### src/rtl/uart_rx_pkg.sv
package uart_rx_pkg;

  typedef struct packed {
    logic       perr;
    logic       ferr;
    logic [7:0] data;
  } rx_entry_t;

  typedef enum logic [2:0] {
    S_IDLE, S_START, S_DATA, S_PARITY, S_STOP
  } rx_state_t;

  // index of the final data bit for a word length select
  function automatic logic [2:0] last_bit_idx(input logic [1:0] sel);
    return 3'(4 + int'(sel));
  endfunction

  // parity bit the sender should have appended
  function automatic logic expected_parity(input logic [7:0] d, input logic even);
    return (^d) ^ ~even;
  endfunction

  // buffered-mode interrupt threshold
  function automatic logic [4:0] trig_level(input logic [1:0] sel);
    case (sel)
      2'd0:    return 5'd1;
      2'd1:    return 5'd4;
      2'd2:    return 5'd8;
      default: return 5'd14;
    endcase
  endfunction

endpackage

### src/rtl/rx_deserializer.sv
module rx_deserializer
  import uart_rx_pkg::*;
#(
  parameter int OVS = 16
) (
  input  logic       clk,
  input  logic       rst_n,
  input  logic       tick,
  input  logic       rx_async,
  input  logic [1:0] wlen_sel,
  input  logic       par_en,
  input  logic       par_even,
  input  logic       two_stop,
  output logic       char_valid,
  output rx_entry_t  char_out
);
  localparam int CW = $clog2(OVS);
  localparam logic [CW-1:0] MID_CNT  = CW'(OVS/2 - 1);
  localparam logic [CW-1:0] LAST_CNT = CW'(OVS - 1);

  logic [1:0]     sync_q;
  logic           rx;
  rx_state_t      state;
  logic [CW-1:0]  cnt;
  logic [2:0]     bit_idx;
  logic [7:0]     shreg;
  logic           par_rx;
  logic           stop_idx;
  logic           ferr_acc;

  // named events for checking
  logic start_check;
  logic bit_sample;

  assign rx          = sync_q[1];
  assign start_check = tick && (state == S_START) && (cnt == MID_CNT);
  assign bit_sample  = tick && (cnt == LAST_CNT);

  always_ff @(posedge clk or negedge rst_n) begin
    if (!rst_n) begin
      sync_q     <= 2'b11;
      state      <= S_IDLE;
      cnt        <= '0;
      bit_idx    <= '0;
      shreg      <= '0;
      par_rx     <= 1'b0;
      stop_idx   <= 1'b0;
      ferr_acc   <= 1'b0;
      char_valid <= 1'b0;
      char_out   <= '0;
    end else begin
      sync_q     <= {sync_q[0], rx_async};
      char_valid <= 1'b0;
      if (tick) begin
        case (state)
          S_IDLE: begin
            if (!rx) begin
              state <= S_START;
              cnt   <= '0;
            end
          end
          S_START: begin
            if (cnt == MID_CNT) begin
              cnt <= '0;
              if (!rx) begin
                state   <= S_DATA;
                bit_idx <= '0;
                shreg   <= '0;
              end else begin
                state <= S_IDLE;
              end
            end else begin
              cnt <= cnt + 1'b1;
            end
          end
          S_DATA: begin
            if (cnt == LAST_CNT) begin
              cnt            <= '0;
              shreg[bit_idx] <= rx;
              if (bit_idx == last_bit_idx(wlen_sel)) begin
                state    <= par_en ? S_PARITY : S_STOP;
                stop_idx <= 1'b0;
                ferr_acc <= 1'b0;
              end else begin
                bit_idx <= bit_idx + 1'b1;
              end
            end else begin
              cnt <= cnt + 1'b1;
            end
          end
          S_PARITY: begin
            if (cnt == LAST_CNT) begin
              cnt    <= '0;
              par_rx <= rx;
              state  <= S_STOP;
            end else begin
              cnt <= cnt + 1'b1;
            end
          end
          S_STOP: begin
            if (cnt == LAST_CNT) begin
              cnt <= '0;
              if (two_stop && !stop_idx) begin
                stop_idx <= 1'b1;
                ferr_acc <= !rx;
              end else begin
                char_valid    <= 1'b1;
                char_out.data <= shreg;
                char_out.ferr <= ferr_acc | !rx;
                char_out.perr <= par_en & (par_rx != expected_parity(shreg, par_even));
                state         <= S_IDLE;
              end
            end else begin
              cnt <= cnt + 1'b1;
            end
          end
          default: state <= S_IDLE;
        endcase
      end
    end
  end

  // a line seen high at the midpoint check abandons the start
  p_false_start_r2: assert property (@(posedge clk) disable iff (!rst_n)
    start_check && rx |=> state == S_IDLE);

  // a character is only delivered out of the stop state
  p_valid_from_stop_r3: assert property (@(posedge clk) disable iff (!rst_n)
    char_valid |-> $past(state) == S_STOP && $past(bit_sample));

endmodule

### src/rtl/rx_byte_fifo.sv
module rx_byte_fifo
  import uart_rx_pkg::*;
#(
  parameter int DEPTH = 16,
  localparam int AW   = $clog2(DEPTH),
  localparam int CNTW = $clog2(DEPTH + 1)
) (
  input  logic            clk,
  input  logic            rst_n,
  input  logic            push,
  input  rx_entry_t       push_data,
  input  logic            pop,
  output rx_entry_t       head,
  output logic [CNTW-1:0] count
);
  localparam logic [CNTW-1:0] FULL_CNT = CNTW'(DEPTH);
  localparam logic [AW-1:0]   LAST_PTR = AW'(DEPTH - 1);

  rx_entry_t     mem [DEPTH];
  logic [AW-1:0] wr_ptr;
  logic [AW-1:0] rd_ptr;
  logic          do_push;
  logic          do_pop;

  assign do_push = push && (count != FULL_CNT);
  assign do_pop  = pop && (count != '0);
  assign head    = mem[rd_ptr];

  always_ff @(posedge clk) begin
    if (do_push) mem[wr_ptr] <= push_data;
  end

  always_ff @(posedge clk or negedge rst_n) begin
    if (!rst_n) begin
      wr_ptr <= '0;
      rd_ptr <= '0;
      count  <= '0;
    end else begin
      if (do_push) wr_ptr <= (wr_ptr == LAST_PTR) ? '0 : wr_ptr + 1'b1;
      if (do_pop)  rd_ptr <= (rd_ptr == LAST_PTR) ? '0 : rd_ptr + 1'b1;
      case ({do_push, do_pop})
        2'b10:   count <= count + 1'b1;
        2'b01:   count <= count - 1'b1;
        default: count <= count;
      endcase
    end
  end

  // occupancy never exceeds the storage
  p_no_overflow_r6: assert property (@(posedge clk) disable iff (!rst_n)
    count <= FULL_CNT);

  // a push into a full buffer does not grow it
  p_full_drop_r7: assert property (@(posedge clk) disable iff (!rst_n)
    push && count == FULL_CNT |=> count <= $past(count));

endmodule

### src/rtl/rx_irq_ctrl.sv
module rx_irq_ctrl
  import uart_rx_pkg::*;
#(
  parameter int CNTW = 5
) (
  input  logic            clk,
  input  logic            rst_n,
  input  logic            fifo_mode,
  input  logic [1:0]      trig_sel,
  input  logic            irq_en,
  input  logic [CNTW-1:0] count,
  input  logic            char_valid,
  input  logic            accept,
  input  logic            ovr_ack,
  output logic            irq,
  output logic            overrun
);
  logic drop_evt;
  logic level_hit;

  assign drop_evt  = char_valid && !accept;
  assign level_hit = fifo_mode ? (count >= CNTW'(trig_level(trig_sel)))
                               : (count != '0);
  assign irq       = irq_en && level_hit;

  always_ff @(posedge clk or negedge rst_n) begin
    if (!rst_n)        overrun <= 1'b0;
    else if (drop_evt) overrun <= 1'b1;
    else if (ovr_ack)  overrun <= 1'b0;
  end

  // the overrun flag holds until acknowledged
  p_ovr_sticky_r7: assert property (@(posedge clk) disable iff (!rst_n)
    overrun && !ovr_ack |=> overrun);

  // a dropped character always raises the flag
  p_ovr_set_r7: assert property (@(posedge clk) disable iff (!rst_n)
    drop_evt |=> overrun);

endmodule

### src/rtl/uart_rx_fifo.sv
module uart_rx_fifo
  import uart_rx_pkg::*;
#(
  parameter int DEPTH = 16,
  parameter int OVS   = 16
) (
  input  logic       clk,
  input  logic       rst_n,
  input  logic       tick16,
  input  logic       serial_in,
  input  logic [1:0] wlen_sel,
  input  logic       parity_en,
  input  logic       parity_even,
  input  logic       two_stop,
  input  logic       fifo_mode,
  input  logic [1:0] trig_sel,
  input  logic       irq_en,
  input  logic       rd_en,
  input  logic       ovr_ack,
  output logic [7:0] rd_data,
  output logic       rd_perr,
  output logic       rd_ferr,
  output logic       data_ready,
  output logic       overrun,
  output logic       irq
);
  localparam int CNTW = $clog2(DEPTH + 1);

  logic            char_valid;
  rx_entry_t       char_word;
  rx_entry_t       head;
  logic [CNTW-1:0] count;
  logic [CNTW-1:0] capacity;
  logic            accept;
  logic            push;
  logic            pop;

  assign capacity   = fifo_mode ? CNTW'(DEPTH) : CNTW'(1);
  assign accept     = count < capacity;
  assign push       = char_valid && accept;
  assign pop        = rd_en && (count != '0);
  assign data_ready = count != '0;
  assign rd_data    = head.data;
  assign rd_perr    = head.perr;
  assign rd_ferr    = head.ferr;

  rx_deserializer #(.OVS(OVS)) u_deser (
    .clk        (clk),
    .rst_n      (rst_n),
    .tick       (tick16),
    .rx_async   (serial_in),
    .wlen_sel   (wlen_sel),
    .par_en     (parity_en),
    .par_even   (parity_even),
    .two_stop   (two_stop),
    .char_valid (char_valid),
    .char_out   (char_word)
  );

  rx_byte_fifo #(.DEPTH(DEPTH)) u_fifo (
    .clk       (clk),
    .rst_n     (rst_n),
    .push      (push),
    .push_data (char_word),
    .pop       (pop),
    .head      (head),
    .count     (count)
  );

  rx_irq_ctrl #(.CNTW(CNTW)) u_irq (
    .clk        (clk),
    .rst_n      (rst_n),
    .fifo_mode  (fifo_mode),
    .trig_sel   (trig_sel),
    .irq_en     (irq_en),
    .count      (count),
    .char_valid (char_valid),
    .accept     (accept),
    .ovr_ack    (ovr_ack),
    .irq        (irq),
    .overrun    (overrun)
  );

  // in legacy mode, reading the only held character drops the interrupt
  p_legacy_clear_r8: assert property (@(posedge clk) disable iff (!rst_n)
    !fifo_mode && rd_en && count == CNTW'(1) && !push |=> !irq);

  // legacy mode never holds more than one character when entered empty
  p_legacy_cap_r8: assert property (@(posedge clk) disable iff (!rst_n)
    !fifo_mode && count == '0 |=> count <= CNTW'(1));

endmodule

### config.mk
export PLATFORM = sky130hd
export DESIGN_NAME = uart_rx_fifo
export DESIGN_NICKNAME = d
export VERILOG_FILES = /design/src/rtl/uart_rx_pkg.sv /design/src/rtl/rx_deserializer.sv /design/src/rtl/rx_byte_fifo.sv /design/src/rtl/rx_irq_ctrl.sv /design/src/rtl/uart_rx_fifo.sv
export SDC_FILE = /design/constraint.sdc
export NUM_CORES = 1
export LEC_CHECK = 0
export BUFFER_PORTS_ARGS = -buffer_cell sky130_fd_sc_hd__buf_2
export CAP_MARGIN = 20
export CORE_UTILIZATION = 40
export DETAILED_ROUTE_END_ITERATION = 12
export HOLD_SLACK_MARGIN = 0.15
export PLACE_DENSITY = 0.66
export RECOVER_POWER = 50
export SLEW_MARGIN = 20
export SYNTH_ARGS = -nofsm -noshare
export SYNTH_HDL_FRONTEND = slang
export SYNTH_SLANG_ARGS = --single-unit
### constraint.sdc
create_clock -name clk -period 3.8 [get_ports clk]
set_input_delay 0.38 -clock clk [delete_from_list [all_inputs] [get_ports clk]]
set_output_delay 0.38 -clock clk [all_outputs]
set_load 0.03 [all_outputs]
==> impl_metrics.ini, run 1 <==
[outcome]
outcome = complete, but fails checks
failed_checks = design-rule violations

[layout]
antenna-diode-count = 0
layout.cells.most_common = sky130_fd_sc_hd__edfxtp_1
layout.core_utilization = 0.468
final_cell_count_no_fill = 927
finalNetCount = 661
design_area_um2 = 10300
layout.cells.most_common_list = sky130_fd_sc_hd__edfxtp_1 (160), sky130_fd_sc_hd__o21ai_0 (45), sky130_fd_sc_hd__dfrtp_1 (45), sky130_fd_sc_hd__mux2i_1 (34), sky130_fd_sc_hd__nand2_1 (33)
post_route_cells_drive_above_1_share = 0.199
syn_to_final_growth_pct = 14.0

[sta]
setup-violations-final = 0
setup_ws_ps = 520
setup_repair_after_global_routing_missed_its_margin = no
max-slew-margin-rel = 0.0542
timing.clock.skew_ps = 26.1
final_hold_viol_count = 0
timing_max_transition_violations_final = 0
holdWs_ps = 196
timing.fmax_ghz = 0.305
fin_tns_setup_ps = 0
tightestPinTransition_ps = 1420
timing.final.crit_period_ps = 3280
post-route-period-util = 0.863

[global_route]
number_of_global_route_vias_before_repair = 5017
maximum_number_of_pins_on_one_net_before_global_route_repair = 62
global_route_wire_length_before_repair_mm = 28.0
grt_util_all_layers = 0.154
grt_antenna_before_repair = 0
grt.overflow.total = 0

[synthesis]
combinational_family_with_the_most_area_after_synthesis = multiplexers
net_count_synth = 625
synth_async_sr_flop_share = 0.231
synth.area.top_cells = sky130_fd_sc_hd__edfxtp_1 (53%), sky130_fd_sc_hd__dfrtp_1 (13%), sky130_fd_sc_hd__mux4_2 (5.0%)
avgSynthCellArea_um2 = 15.2
synth.mux.area_fraction = 0.118
synth_enable_flop_cells = 160
synth_instances = 595
synth_sequential_area_ratio = 0.666
post_synth_xor_area_fraction = 0.0184
synth_cell_types = 57
post_synth_fa_ha_maj_area_fraction = 0.0208
synth-warning-count = 0
ys.flop_type = sky130_fd_sc_hd__edfxtp_1
netlist.area_leader.share = 0.533
yosys.area_share.simple = 0.0635
yosysTopAreaCell = sky130_fd_sc_hd__edfxtp_1
synth.ff_latch_count = 208
synth_compound_gate_area_share = 0.0903
mappedNetlistArea_um2 = 9020

[setup_path]
worstPathCellList = nor4_4 -> nand2_2 -> a2111oi_4 -> inv_1 -> ha_1 -> xor2_1 -> ha_1 -> or3_1 -> a31oi_1 -> xnor2_1
reg2reg_setup_slack_ps = 520
reg2reg_to = u_fifo.count[4]
rr_worst_depth = 10
worst_path_largest_cell_delay_ps = 650
worst-path-max-fanout = 11
most_common_cell_on_crit_path = sky130_fd_sc_hd__ha_1
worst-endpoint-arrival_ps = 3700
setup.worst_path.class = reg -> reg
timing.rr.start = u_fifo.count[1]
critical_path.startpoint_type = flop
required_time_reported_for_the_critical_path_endpoint_ps = 4220
worst_path_max_delay_cell = sky130_fd_sc_hd__a2111oi_4
cp_endpoint_kind = flop

[route]
met3WireLength_um = 624
first_drt_iteration_drcs = 274
met2_wirelength_mm = 8.64
dr.max_layer_used = met4
postRouteWirelength_mm = 17.4
detailroute.via_count = 4959
dr.pass1.iters = 8
routed_via_density = 5.35
met1_length_mm = 7.83
drc_errors = 2
route.antenna.remaining_nets = 0
routed_wire_length_per_instance_um = 18.7

[floorplanning]
io_pins = 28
design.core.area_um2 = 22000
start_util = 0.411
die-width_um = 152
floorplan.die.height_um = 152
die_area_um2 = 23200
std_cell_rows = 54

[cts]
path_clk_slew_ps = 60
cts-root-buf = sky130_fd_sc_hd__clkbuf_16
clk_path_buf_depth = 3
post-cts-setup-buffer-count = 0
cts_tree = built
cts_made_buffers = 23
numClockSinks = 208
cts_resized = 0
ctsHtreeMaxLevel = 1
worstSkewPairLatency_ps = 520

[power_and_ir_drop]
power_density_nw_per_um2 = 629
leakage_nw = 3.94
max-vdd-ir-drop_uv = 444
total_power_mw = 6.47

[placed_design]
finalWeightedCongestion = 0.809
dp_cells = 881
port-buffer-count = 27
pre_cts_ws_ps = 499
postPlaceCellArea_um2 = 9440
place_hpwl_mm = 11.3

[hold_path]
holdPathStages = 3
hold_path_class = in -> reg
hold_path.startpoint = parity_en
whs_endpoint = u_deser.char_out[9]

[job]
number_of_violations_of_the_max_capacitance_limit = 0
power breakdown:
part / internal (mW) / total [mW] / switching, mW / leakage [nW]
clock: 1.41 / 2.28 / 0.863 / 0.379
combinational: 0.587 / 1.40 / 0.812 / 1.26
sequential: 2.51 / 2.79 / 0.286 / 2.29
total: 4.51 / 6.47 / 1.96 / 3.94
layout make-up:
cell class / instances / area, µm²
Clock inverter: 11 / 174
Tap cell: 280 / 350
Sequential cell: 208 / 6010
Inverter: 20 / 75.1
Timing Repair Buffer: 41 / 256
Multi-Input combinational cell: 337 / 2800
Fill cell: 1861 / 11700
Clock buffer: 30 / 612
sequential cells by signal, indices dropped and copies added (netlist names):
name and cells:
u_deser.ferr_acc 1, u_deser.stop_idx 1, u_deser.char_out 10, u_deser.bit_idx 3
u_deser.char_valid 1, u_deser.state 3, u_deser.shreg 8, u_fifo.rd_ptr 4
u_deser.cnt 4, u_irq.overrun 1, u_fifo.mem 160, u_deser.par_rx 1
u_fifo.count 5, u_deser.sync_q 2, u_fifo.wr_ptr 4
cells in the mapped netlist, types with 2 or more instances:
library cell,n
sky130_fd_sc_hd__a211oi_1,2
sky130_fd_sc_hd__a21o_1,4
sky130_fd_sc_hd__a21oi_1,22
sky130_fd_sc_hd__a221oi_1,10
sky130_fd_sc_hd__a22o_1,2
sky130_fd_sc_hd__a22oi_1,11
sky130_fd_sc_hd__a31o_2,2
sky130_fd_sc_hd__a31oi_1,6
sky130_fd_sc_hd__and2_1,14
sky130_fd_sc_hd__and3_1,4
sky130_fd_sc_hd__buf_1,3
sky130_fd_sc_hd__buf_2,11
sky130_fd_sc_hd__clkbuf_1,15
sky130_fd_sc_hd__dfrtp_1,46
sky130_fd_sc_hd__dfstp_2,2
sky130_fd_sc_hd__edfxtp_1,160
sky130_fd_sc_hd__ha_1,15
sky130_fd_sc_hd__inv_1,20
sky130_fd_sc_hd__mux2_2,24
sky130_fd_sc_hd__mux2i_1,34
sky130_fd_sc_hd__mux4_2,20
sky130_fd_sc_hd__nand2_1,33
sky130_fd_sc_hd__nand2_2,2
sky130_fd_sc_hd__nand2b_1,3
sky130_fd_sc_hd__nand3_1,10
sky130_fd_sc_hd__nand4_1,3
sky130_fd_sc_hd__nor2_1,10
sky130_fd_sc_hd__nor2b_1,4
sky130_fd_sc_hd__nor3_1,3
sky130_fd_sc_hd__nor3b_1,4
sky130_fd_sc_hd__nor3b_2,2
sky130_fd_sc_hd__o21a_1,2
sky130_fd_sc_hd__o21ai_0,45
sky130_fd_sc_hd__o2bb2ai_1,2
sky130_fd_sc_hd__o31ai_1,5
sky130_fd_sc_hd__or3_1,2
sky130_fd_sc_hd__xnor2_1,12
sky130_fd_sc_hd__xor2_1,7
what timing repair did:
item / in CTS / in global routing
endpoints found under the hold margin: 25 / 0
hold buffers: 4 / 0
setup endpoints to repair: 0 / 0
worst max-delay path, delay by kind of cell (launching register included):
kind,cells,cell delay (ps)
AO/OA/AOI/OAI,2,850
XOR/XNOR,2,320
adder cells (fa/ha/maj),2,550
buffers and inverters,1,140
flip-flops,1,480
AND/OR/NAND/NOR,3,860
layer usage:
layer | global-route usage | vias up
li1 | - | 2369
met1 | 0.204 | 2488
met2 | 0.269 | 80
met3 | 0.0228 | 22
met4 | 0.0374 | 0
met5 | 0 | -
cells by family (layout without fill, tap and decap cells):
| kind of cell | Yosys count | in the layout |
|---|---|---|
| AO/OA/AOI/OAI | 123 | 123 |
| XOR/XNOR | 19 | 19 |
| adder cells (fa/ha/maj) | 15 | 15 |
| buffers and inverters | 50 | 102 |
| flip-flops | 208 | 208 |
| multiplexers | 78 | 78 |
| AND/OR/NAND/NOR | 102 | 102 |
worst max path at each step:
stage | from | cells past startpoint | to
2_1_floorplan | u_fifo.count[2] | 13 | u_fifo.count[4]
3_3_place_gp | u_fifo.count[3] | 10 | u_fifo.count[4]
3_5_place_dp | u_fifo.count[1] | 10 | u_fifo.count[4]
4_1_cts | u_fifo.count[1] | 10 | u_fifo.count[4]
5_1_grt | u_fifo.count[3] | 10 | u_fifo.count[4]
6_report | u_fifo.count[1] | 10 | u_fifo.count[4]
Note: power is estimated with default switching activity, not from simulation.
==> run 2, diff against run 1 <==
--- a/config.mk
+++ b/config.mk
@@ -8,6 +8,7 @@
 export BUFFER_PORTS_ARGS = -buffer_cell sky130_fd_sc_hd__buf_2
 export CAP_MARGIN = 20
 export CORE_UTILIZATION = 40
+export CTS_CLUSTER_DIAMETER = 50
 export DETAILED_ROUTE_END_ITERATION = 12
 export HOLD_SLACK_MARGIN = 0.15
 export PLACE_DENSITY = 0.66
==> constraint.sdc (replaced) <==
create_clock -name clk -period 3.9 [get_ports clk]
set_input_delay 0.39 -clock clk [delete_from_list [all_inputs] [get_ports clk]]
set_output_delay 0.39 -clock clk [all_outputs]
set_load 0.03 [all_outputs]
==> impl_metrics.ini, run 2 (synthesis gave the netlist of run 1 again) <==
[layout]
layout.core_utilization = 0.468
largest_register_ffs = 160
reg.largest.list = u_fifo.mem: 160 flops, u_deser.char_out: 10 flops, u_deser.shreg: 8 flops
finalNetCount = 661
layout.cells.most_common = sky130_fd_sc_hd__edfxtp_1
largest-register = u_fifo.mem
syn_to_final_growth_pct = 14.0
layout.cells.most_common_list = sky130_fd_sc_hd__edfxtp_1 (160), sky130_fd_sc_hd__o21ai_0 (45), sky130_fd_sc_hd__dfrtp_1 (45), sky130_fd_sc_hd__mux2i_1 (34), sky130_fd_sc_hd__nand2_1 (33)
post_route_cells_drive_above_1_share = 0.201
antenna-diode-count = 0

[setup_path]
worstSetupEndpoint = rd_data[4]
required_time_reported_for_the_critical_path_endpoint_ps = 3510
worst-endpoint-arrival_ps = 2930
worstPathCellList = nor2b_1 -> buf_4 -> a221oi_1 -> a22oi_1 -> nand2_1 -> buf_2
reg2reg_to = u_fifo.count[4]
cp_endpoint_kind = output port
worst_setup_path_startpoint = u_fifo.rd_ptr[2]
worst_path_max_delay_cell = sky130_fd_sc_hd__nor2b_1
worst_path_largest_cell_delay_ps = 710
reg2reg_setup_slack_ps = 590
rr_worst_depth = 10
worst-path-max-fanout = 16
setup.worst_path.class = reg -> out
critical_path.startpoint_type = flop
timing.rr.start = u_fifo.count[3]

[floorplanning]
design.core.area_um2 = 22000
std_cell_rows = 54
io_pins = 28
die-width_um = 152
die_area_um2 = 23200
floorplan.die.height_um = 152
start_util = 0.411

[placed_design]
finalWeightedCongestion = 0.847
place_hpwl_mm = 11.3
port-buffer-count = 27

[sta]
timing.final.crit_period_ps = 3320
post-route-period-util = 0.851
fin_tns_setup_ps = 0
timing.clock.skew_ps = 36.9
max-slew-margin-rel = -0.176
final_hold_viol_count = 0
timing.fmax_ghz = 0.301
setup_repair_after_global_routing_missed_its_margin = no
timing_max_transition_violations_final = 33
setup-violations-final = 0
tightestPinTransition_ps = 1760

[hold_path]
hold_path_class = in -> reg

[power_and_ir_drop]
internal_power_mw = 4.33
p_comb_frac = 0.205
reported_net_switching_power_mw = 1.96
seqPwrFrac = 0.442
leakage_nw = 3.93
max-vdd-ir-drop_uv = 298
total_power_mw = 6.30
clkPwrFrac = 0.353
power_density_nw_per_um2 = 612
swShare = 0.311

[route]
detailroute.via_count = 5086
drc_errors = 2
route.antenna.remaining_nets = 0
routed_via_density = 5.48
first_drt_iteration_drcs = 294
postRouteWirelength_mm = 17.3
routed_wire_length_per_instance_um = 18.6
dr.pass1.iters = 9

[global_route]
grt_util_all_layers = 0.155
grt_antenna_before_repair = 0
grt.overflow.total = 0
global_route_wire_length_before_repair_mm = 28.5
number_of_global_route_vias_before_repair = 5284
maximum_number_of_pins_on_one_net_before_global_route_repair = 56

[cts]
numClockSinks = 208
path_clk_slew_ps = 60
holdBufCountCts = 4
clk_path_buf_depth = 3
post-cts-setup-buffer-count = 0
cts_tree = built
ctsHtreeMaxLevel = 1
worstSkewPairLatency_ps = 530
cts-root-buf = sky130_fd_sc_hd__clkbuf_16
cts_resized = 0
cts_made_buffers = 24

[outcome]
failed_checks = design-rule violations, max-capacitance violations, max-slew violations
outcome = complete, but fails checks

[job]
number_of_violations_of_the_max_capacitance_limit = 1
[run 2: how the worst min path moves through the flow]
| stage | slack (ps) | start | to | cells after the start |
|---|---|---|---|---|
| final | 220 | parity_en | u_deser.char_out[9] | 3 |
| after global routing | 220 | parity_en | u_deser.char_out[9] | 3 |
| after CTS | 200 | parity_en | u_deser.char_out[9] | 3 |
| after detailed placement | 350 | u_deser.sync_q[0] | u_deser.sync_q[1] | 0 |
| after global placement | 350 | u_deser.sync_q[0] | u_deser.sync_q[1] | 0 |
| after floorplan | 90 | rst_n | u_deser.bit_idx[0] | 0 |
[run 2: worst max-delay path, delay by kind of cell, from the launching register on]
family | cells | cell delay, ps
buffers and inverters | 2 | 530
AOI/OAI and AO/OA | 2 | 350
and+or+nand+nor | 2 | 820
DFF | 1 | 690
[run 2: area by class of cell]
class	instances	area (µm²)
fillers	1873	11700
flip-flops and latches	208	6010
multi-input cells	337	2800
clock buffers	26	608
well taps	280	350
repair buffers	40	236
clock inverters	17	194
inverters	20	75.1
[run 2: through the flow]
step	std cells	instance area (µm²)	hold slack [ps]	setup WS, ps
2_1_floorplan	595	9020	94.4	954
3_3_place_gp	881	9440	350	745
3_5_place_dp	881	9440	351	578
4_1_cts	928	10300	202	551
5_1_grt	928	10300	221	263
6_report	928	10300	221	582
[run 2: power by group through the flow]
stage                     logic (mW)  clock network (mW)  registers [mW]
after global routing            1.42                2.36            2.82
final                           1.29                2.23            2.78
after detailed placement        1.29                   0            2.83
after floorplan                 1.18                   0            2.56
after CTS                       1.30                2.28            2.78
after global placement          1.25                   0            2.81
[run 2: routing by layer]
layer,share of wire,track usage,up-vias
met1,0.44,0.203,2560
met2,0.50,0.264,126
met5,0,0,-
li1,-,-,2371
met4,0.021,0.0457,0
met3,0.045,0.0265,29
==> run 3, diff against run 2 <==
--- a/config.mk
+++ b/config.mk
@@ -8,6 +8,7 @@
 export BUFFER_PORTS_ARGS = -buffer_cell sky130_fd_sc_hd__buf_2
 export CAP_MARGIN = 20
 export CORE_UTILIZATION = 40
+export CTS_BUF_LIST = sky130_fd_sc_hd__clkbuf_8 sky130_fd_sc_hd__clkbuf_16
 export CTS_CLUSTER_DIAMETER = 50
 export DETAILED_ROUTE_END_ITERATION = 12
 export HOLD_SLACK_MARGIN = 0.15
==> impl_metrics.ini, run 3 (synthesis gave the netlist of run 1 again) <==
[outcome]
outcome = complete, but fails checks
failed_checks = design-rule violations, max-capacitance violations, max-slew violations

[route]
routed_via_density = 5.48
first_drt_iteration_drcs = 291
postRouteWirelength_mm = 17.3
detailroute.via_count = 5088
route.antenna.remaining_nets = 0
routed_wire_length_per_instance_um = 18.6
dr.pass1.iters = 8
drc_errors = 2

[sta]
setup-violations-final = 0
timing.clock.skew_ps = 37.2
final_hold_viol_count = 0
post-route-period-util = 0.855
max-slew-margin-rel = -0.176
timing.fmax_ghz = 0.300
tightestPinTransition_ps = 1760
timing_max_transition_violations_final = 33
timing.final.crit_period_ps = 3330
fin_tns_setup_ps = 0
setup_repair_after_global_routing_missed_its_margin = no

[global_route]
global_route_wire_length_before_repair_mm = 28.5
number_of_global_route_vias_before_repair = 5284
maximum_number_of_pins_on_one_net_before_global_route_repair = 56
grt.overflow.total = 0
grt_antenna_before_repair = 0
grt_util_all_layers = 0.155

[power_and_ir_drop]
power_density_nw_per_um2 = 612
max-vdd-ir-drop_uv = 298
reported_net_switching_power_mw = 1.96
seqPwrFrac = 0.442
internal_power_mw = 4.33
swShare = 0.312
p_comb_frac = 0.205
clkPwrFrac = 0.353
leakage_nw = 3.94

[floorplanning]
design.core.area_um2 = 22000
die_area_um2 = 23200
std_cell_rows = 54
die-width_um = 152
io_pins = 28
start_util = 0.411
floorplan.die.height_um = 152

[hold_path]
holdPathStages = 3
hold_path_class = in -> reg

[layout]
finalNetCount = 661
post_route_cells_drive_above_1_share = 0.201
layout.cells.most_common = sky130_fd_sc_hd__edfxtp_1
fillerInstances = 1873
antenna-diode-count = 0
largest_register_ffs = 160
reg.largest.list = u_fifo.mem: 160 flops, u_deser.char_out: 10 flops, u_deser.shreg: 8 flops
design_area_um2 = 10300
largest-register = u_fifo.mem
layout.cells.most_common_list = sky130_fd_sc_hd__edfxtp_1 (160), sky130_fd_sc_hd__o21ai_0 (45), sky130_fd_sc_hd__dfrtp_1 (45), sky130_fd_sc_hd__mux2i_1 (34), sky130_fd_sc_hd__nand2_1 (33)
layout.core_utilization = 0.468
syn_to_final_growth_pct = 14.0

[setup_path]
critical_path.startpoint_type = flop
rr_worst_depth = 10
cp_endpoint_kind = output port
setup.worst_path.class = reg -> out
required_time_reported_for_the_critical_path_endpoint_ps = 3510
worst-endpoint-arrival_ps = 2940
worst-path-max-fanout = 16

[placed_design]
finalWeightedCongestion = 0.847
postPlaceCellArea_um2 = 9440
port-buffer-count = 27
place_hpwl_mm = 11.3

[cts]
cts_made_buffers = 24
post-cts-setup-buffer-count = 0
numClockSinks = 208
cts_tree = built
path_clk_slew_ps = 60
ctsHtreeMaxLevel = 1
cts-root-buf = sky130_fd_sc_hd__clkbuf_16
worstSkewPairLatency_ps = 530
clk_path_buf_depth = 3

[job]
number_of_violations_of_the_max_capacitance_limit = 1
run 3: cell count changes in the layout (fill, tap and decap cells not counted), sizes merged:
cell / previous run / this run
inv: 22 / 24
clkbuf: 29 / 27
run 3: timing repair:
action | in CTS | in global routing
gates resized for setup | 0 | 0
setup endpoints to repair | 0 | 0
hold endpoints to repair | 32 | 0
hold buffers | 4 | 0
run 3: path summary, 6_finish.rpt:
check | from | endpoint | slack (ps)
min in group asynchronous | rst_n | u_deser.bit_idx[2] | 900
max in group asynchronous | rst_n | u_fifo.rd_ptr[0] | 1320
worst min register to register | u_deser.sync_q[0] | u_deser.sync_q[1] | 360
worst max-delay path | u_fifo.rd_ptr[2] | rd_data[4] | 570
worst max register to register | u_fifo.count[3] | u_fifo.count[4] | 590
worst min-delay path | parity_en | u_deser.char_out[9] | 220
run 3: critical path: stages (launching register included):
cell	delay, ps
sky130_fd_sc_hd__dfrtp_1	690
sky130_fd_sc_hd__nor2b_1	720
sky130_fd_sc_hd__buf_4	340
sky130_fd_sc_hd__a221oi_1	130
sky130_fd_sc_hd__a22oi_1	220
sky130_fd_sc_hd__nand2_1	110
sky130_fd_sc_hd__buf_2	190
run 3: power groups by stage:
stage          clock network, mW  registers (mW)  logic [mW]
6_report                    2.22            2.78        1.29
5_1_grt                     2.35            2.82        1.42
4_1_cts                     2.27            2.78        1.30
3_5_place_dp                   0            2.83        1.29
3_3_place_gp                   0            2.81        1.25
2_1_floorplan                  0            2.56        1.18
run 3: metal layers:
layer / vias up / track usage / share of wire
met5: - / 0 / 0
met4: 0 / 0.0457 / 0.021
met3: 29 / 0.0265 / 0.045
met2: 123 / 0.264 / 0.50
met1: 2566 / 0.203 / 0.43
li1: 2370 / - / -
run 3: through the flow:
stage	hold WS, ps	setup WS, ps	cells	power, mW
2_1_floorplan	94.4	954	595	3.74
3_3_place_gp	350	745	881	4.06
3_5_place_dp	351	578	881	4.12
4_1_cts	202	551	928	6.35
5_1_grt	221	263	928	6.59
6_report	222	566	928	6.29
run 3: layout make-up:
type / instances / area (µm²) / share of cell area
sequential: 208 / 6010 / 0.585
multi-input combinational: 337 / 2800 / 0.273
clock inverter: 19 / 201 / 0.0196
timing repair buffer: 40 / 236 / 0.0230
inverter: 20 / 75.1 / 0.00730
clock buffer: 24 / 601 / 0.0584
tap: 280 / 350 / 0.0341
